===== config.mk =====
export PLATFORM = sky130hd
export DESIGN_NAME = irq_router
export DESIGN_NICKNAME = d
export VERILOG_FILES = /design/src/rtl/irq_router.sv
export SDC_FILE = /design/constraint.sdc
export NUM_CORES = 1
export LEC_CHECK = 0
export ABC_AREA = 1
export ABC_CLOCK_PERIOD_IN_PS = 3500
export BUFFER_PORTS_ARGS = -buffer_cell sky130_fd_sc_hd__buf_2
export CORE_MARGIN = 8
export CORE_UTILIZATION = 50
export DETAILED_ROUTE_END_ITERATION = 8
export HOLD_SLACK_MARGIN = 0.15
export PLACE_DENSITY_LB_ADDON = 0.08
export REMOVE_ABC_BUFFERS = 1
export SLEW_MARGIN = 20
export SYNTH_ARGS = -nofsm -noshare
export SYNTH_HDL_FRONTEND = slang
export SYNTH_SLANG_ARGS = --single-unit

===== constraint.sdc =====
create_clock -name clk -period 3.5 [get_ports clk]
set_input_delay 0.175 -clock clk [delete_from_list [all_inputs] [get_ports clk]]
set_output_delay 0.175 -clock clk [all_outputs]
set_load 0.02 [all_outputs]

===== src/rtl/irq_router.sv =====
module irq_router #(
  parameter int N_SRC    = 9,
  parameter int N_OUT    = 3,
  parameter int AW       = 6,
  parameter int DW       = 32,
  parameter int PEND_LSB = 16,
  parameter logic [N_SRC-1:0] FIX_MASK  = 9'h106,
  parameter logic [N_SRC-1:0] FIX_LEVEL = 9'h102
) (
  input  logic             clk,
  input  logic             rst_n,
  input  logic             bus_valid,
  input  logic             bus_write,
  input  logic [AW-1:0]    bus_addr,
  input  logic [DW-1:0]    bus_wdata,
  output logic [DW-1:0]    bus_rdata,
  input  logic [N_SRC-1:0] src_in,
  output logic [N_OUT-1:0] irq_out
);

  localparam int STEP = 4;

  logic [N_SRC-1:0] sync1, sync2, pol_q, pol_eff, act, pend, clr;
  logic [N_SRC-1:0] en [N_OUT];
  logic [N_OUT-1:0] sel_ctl;
  logic             sel_pol, wr, rd;
  logic [DW-1:0]    rd_mux;
  logic             unused_wbits;

  assign wr      = bus_valid && bus_write;
  assign rd      = bus_valid && !bus_write;
  assign sel_pol = (bus_addr == '0);
  assign pol_eff = (pol_q & ~FIX_MASK) | (FIX_LEVEL & FIX_MASK);
  assign act     = ~(sync2 ^ pol_eff);
  assign clr     = (wr && |sel_ctl) ? bus_wdata[PEND_LSB +: N_SRC] : '0;
  assign unused_wbits = ^{bus_wdata[DW-1:PEND_LSB+N_SRC], bus_wdata[PEND_LSB-1:N_SRC]};

  always_ff @(posedge clk) begin
    if (!rst_n) begin
      sync1 <= '0;
      sync2 <= '0;
      pol_q <= '0;
      pend  <= '0;
    end else begin
      sync1 <= src_in;
      sync2 <= sync1;
      if (wr && sel_pol) pol_q <= bus_wdata[N_SRC-1:0] & ~FIX_MASK;
      pend <= (pend & ~clr) | act;
    end
  end

  for (genvar k = 0; k < N_OUT; k++) begin : g_line
    assign sel_ctl[k] = (bus_addr == AW'((k + 1) * STEP));
    always_ff @(posedge clk) begin
      if (!rst_n)               en[k] <= '0;
      else if (wr && sel_ctl[k]) en[k] <= bus_wdata[N_SRC-1:0];
    end
    assign irq_out[k] = |(en[k] & pend);
  end

  always_comb begin
    rd_mux = '0;
    if (sel_pol) rd_mux[N_SRC-1:0] = pol_eff;
    for (int k = 0; k < N_OUT; k++) begin
      if (sel_ctl[k]) begin
        rd_mux[N_SRC-1:0]           = en[k];
        rd_mux[PEND_LSB +: N_SRC]   = pend;
      end
    end
  end

  always_ff @(posedge clk) begin
    if (!rst_n)  bus_rdata <= '0;
    else if (rd) bus_rdata <= rd_mux;
  end

  // nothing pending in the first cycle out of reset
  a_r1_reset_clear: assert property (@(posedge clk) disable iff (!rst_n)
    !$past(rst_n) |-> (pend == '0 && irq_out == '0));

  // an active level is latched on the next edge
  a_r5_set: assert property (@(posedge clk) disable iff (!rst_n)
    (act != '0) |=> ((pend & $past(act)) == $past(act)));

  // a pending bit falls only through an acknowledge
  a_r5_hold: assert property (@(posedge clk) disable iff (!rst_n)
    1'b1 |=> ((~pend & $past(pend) & ~$past(clr)) == '0));

  // acknowledge of an inactive source clears it
  a_r6_ack: assert property (@(posedge clk) disable iff (!rst_n)
    (clr != '0) |=> ((pend & $past(clr & ~act)) == '0));

  // no request without a pending source
  a_r7_quiet: assert property (@(posedge clk) disable iff (!rst_n)
    (pend == '0) |-> (irq_out == '0));

  // reserved read bits stay zero
  a_r8_reserved: assert property (@(posedge clk) disable iff (!rst_n)
    (bus_rdata[PEND_LSB-1:N_SRC] == '0) && (bus_rdata[DW-1:PEND_LSB+N_SRC] == '0));

endmodule


==> impl_metrics.json <==
{
  "grt_setup_unrepaired": "no",
  "clk_latency_ps": 350,
  "path_max_fanout": 19,
  "die_height_um": 98.7,
  "post-route-util": 0.614,
  "clock_skew_ps": 11.0,
  "synth_cell_types": 24,
  "grt_usage": 0.181,
  "synth_edf_count": 27,
  "synth_top_area_cell": "dfxtp_1",
  "die_w_um": 98.7,
  "layout_worst_path_cycle_share": 0.472,
  "ant_nets": 0,
  "place_inst": 539,
  "finalInstanceArea_um2": 4130,
  "hpwl_mm": 6.06,
  "tightest_slew_ps": 1010,
  "place_congestion": 0.861,
  "first_pass_iters": 5,
  "seqCellArea_um2": 1830,
  "cts_max_path_buffers": 2,
  "drc": 0,
  "synthToLayoutAreaGrowth_pct": 20.6,
  "fin_crit_ps": 1650,
  "grt_max_degree": 41,
  "clk_pin_slew_ps": 80,
  "grt_pass1_vias": 2814,
  "wirelength_mm": 8.54,
  "gr-total-overflow": 0,
  "slew_violations": 0,
  "synthArstFlopShare": 0,
  "num-fill-cells": 613,
  "drv_cap": 0,
  "yosysSeqAreaShare": 0.535,
  "p_leak_nw": 1.96,
  "portBuffers": 57,
  "fmax_ghz": 0.605,
  "clock-root-buffer": "clkbuf_8",
  "netlist_area_um2": 3420,
  "row_count": 30,
  "hold_violations": 0,
  "timing.slew.headroom": 0.321,
  "vias_per_cell": 5.02,
  "postCtsHoldBufs": 25,
  "io_pins": 86,
  "outcome": "finished, final reports clean",
  "core_area_um2": 6720,
  "synth_ff_type": "dfxtp_1",
  "synth_area_leaders": "dfxtp_1, edfxtp_1, nand2_1",
  "start_kind": "primary input",
  "initial_core_util": 0.509,
  "ir_drop_mv": 0.254,
  "end_kind": "flip-flop",
  "min_path_type": "primary input to flip-flop",
  "antenna_found_initial": 0,
  "n_antenna_cell": 0,
  "setup_violations": 0,
  "syn_avg_cell_area_um2": 8.26,
  "crit_required_ps": 3470,
  "power.density_nw_per_um2": 434,
  "cts_tree": "built",
  "vias": 2906,
  "wire_per_inst_um": 14.7,
  "dieArea_um2": 9740,
  "synth_top_area_share": 0.298,
  "grt_pass1_wl_mm": 13.7,
  "timing.setup.critical_path_class": "primary input to flip-flop",
  "instances_no_fill": 579,
  "drive_above_1_share": 0.188,
  "htree_levels": 3,
  "power.total_mw": 1.79,
  "drt_iter0_markers": 204,
  "post_cts_buffers": 0,
  "tns_ps": 0,
  "fin_nets": 546,
  "cts-buffers-inserted": 9,
  "cp.arrival_ps": 1620,
  "synth_warnings": 0,
  "cts.sinks": 78,
  "multi_input_area_um2": 1270,
  "placed_cell_area_um2": 3710,
  "synth-seq-cells": 78,
  "synth_cells": 414,
  "cts_resized": 0
}
## synth_stat cells, types with 3 or more instances
| master | number |
|---|---|
| o21ai_0 | 18 |
| nor2_2 | 3 |
| o21ai_1 | 16 |
| inv_2 | 4 |
| nand2_1 | 73 |
| a21oi_1 | 20 |
| clkbuf_1 | 7 |
| nor2_4 | 5 |
| inv_1 | 44 |
| dfxtp_1 | 51 |
| nand3_1 | 21 |
| xor2_1 | 6 |
| buf_2 | 5 |
| buf_4 | 16 |
| nor2_1 | 63 |
| edfxtp_1 | 27 |
| nand4_1 | 25 |
## power breakdown
part           internal [mW]  switching (mW)
clock network          0.252           0.321
registers              0.980          0.0284
logic                 0.0759           0.132
## cell families after synthesis
logic type	count (synthesis)	synth area share
buffers and inverters	79	0.106
XOR/XNOR	6	0.0154
flip-flops	78	0.535
other	1	0.00110
AO/OA/AOI/OAI	54	0.0790
AND/OR/NAND/NOR	196	0.263
## per-layer routing
layer	routed length [um]	global-route usage
met2	3980	0.291
met5	0	0
met3	703	0.0500
met1	3590	0.213
met4	263	0.103
## state kept, by name (all words and copies together), names as in the netlist
signal,count
bus_rdata,18
en,27
pend,9
pol_q,6
sync1,9
sync2,9
## layout by cell type, fill, tap and decap left out, drive strengths merged
| cell type | n |
|---|---|
| nand4 | 26 |
| a21oi | 20 |
| nand2 | 75 |
| edfxtp | 27 |
| o21ai | 34 |
| nand3 | 23 |
| nand3b | 1 |
| buf | 62 |
| clkbuf | 9 |
| inv | 49 |
| dfxtp | 51 |
| xor2 | 6 |
| dlygate4sd3 | 25 |
| conb | 14 |
| clkinv | 6 |
| nor2 | 71 |
## critical path, cell delays in order
cell,delay (ps)
buf_2,120
nor2_4,210
buf_4,280
nand3_2,120
o21ai_1,720
## worst paths after layout
kind | start | endpoint | slack (ps) | depth (start not counted)
max | bus_addr[5] | en[0][3] | 1850 | 5
min | bus_wdata[8] | en[1][8] | 160 | 3
max reg2reg | en[1][0] | bus_rdata[0] | 2560 | 4
min reg2reg | sync2[2] | pend[2] | 410 | 1
## per-stage QoR
stage	hold WS [ps]	worst slack, ps
5_1_grt	155	1790
6_report	156	1850
2_1_floorplan	268	1720
3_3_place_gp	355	1540
3_5_place_dp	360	1500
4_1_cts	151	1860
## cell type report
cell class	instances	area share
Clock buffer	9	0.0300
Clock inverter	6	0.00940
Inverter	49	0.0446
Multi-Input combinational cell	270	0.309
Sequential cell	78	0.444
Tap cell	80	0.0243
Timing Repair Buffer	87	0.139
(Power assumes the default switching activity.)
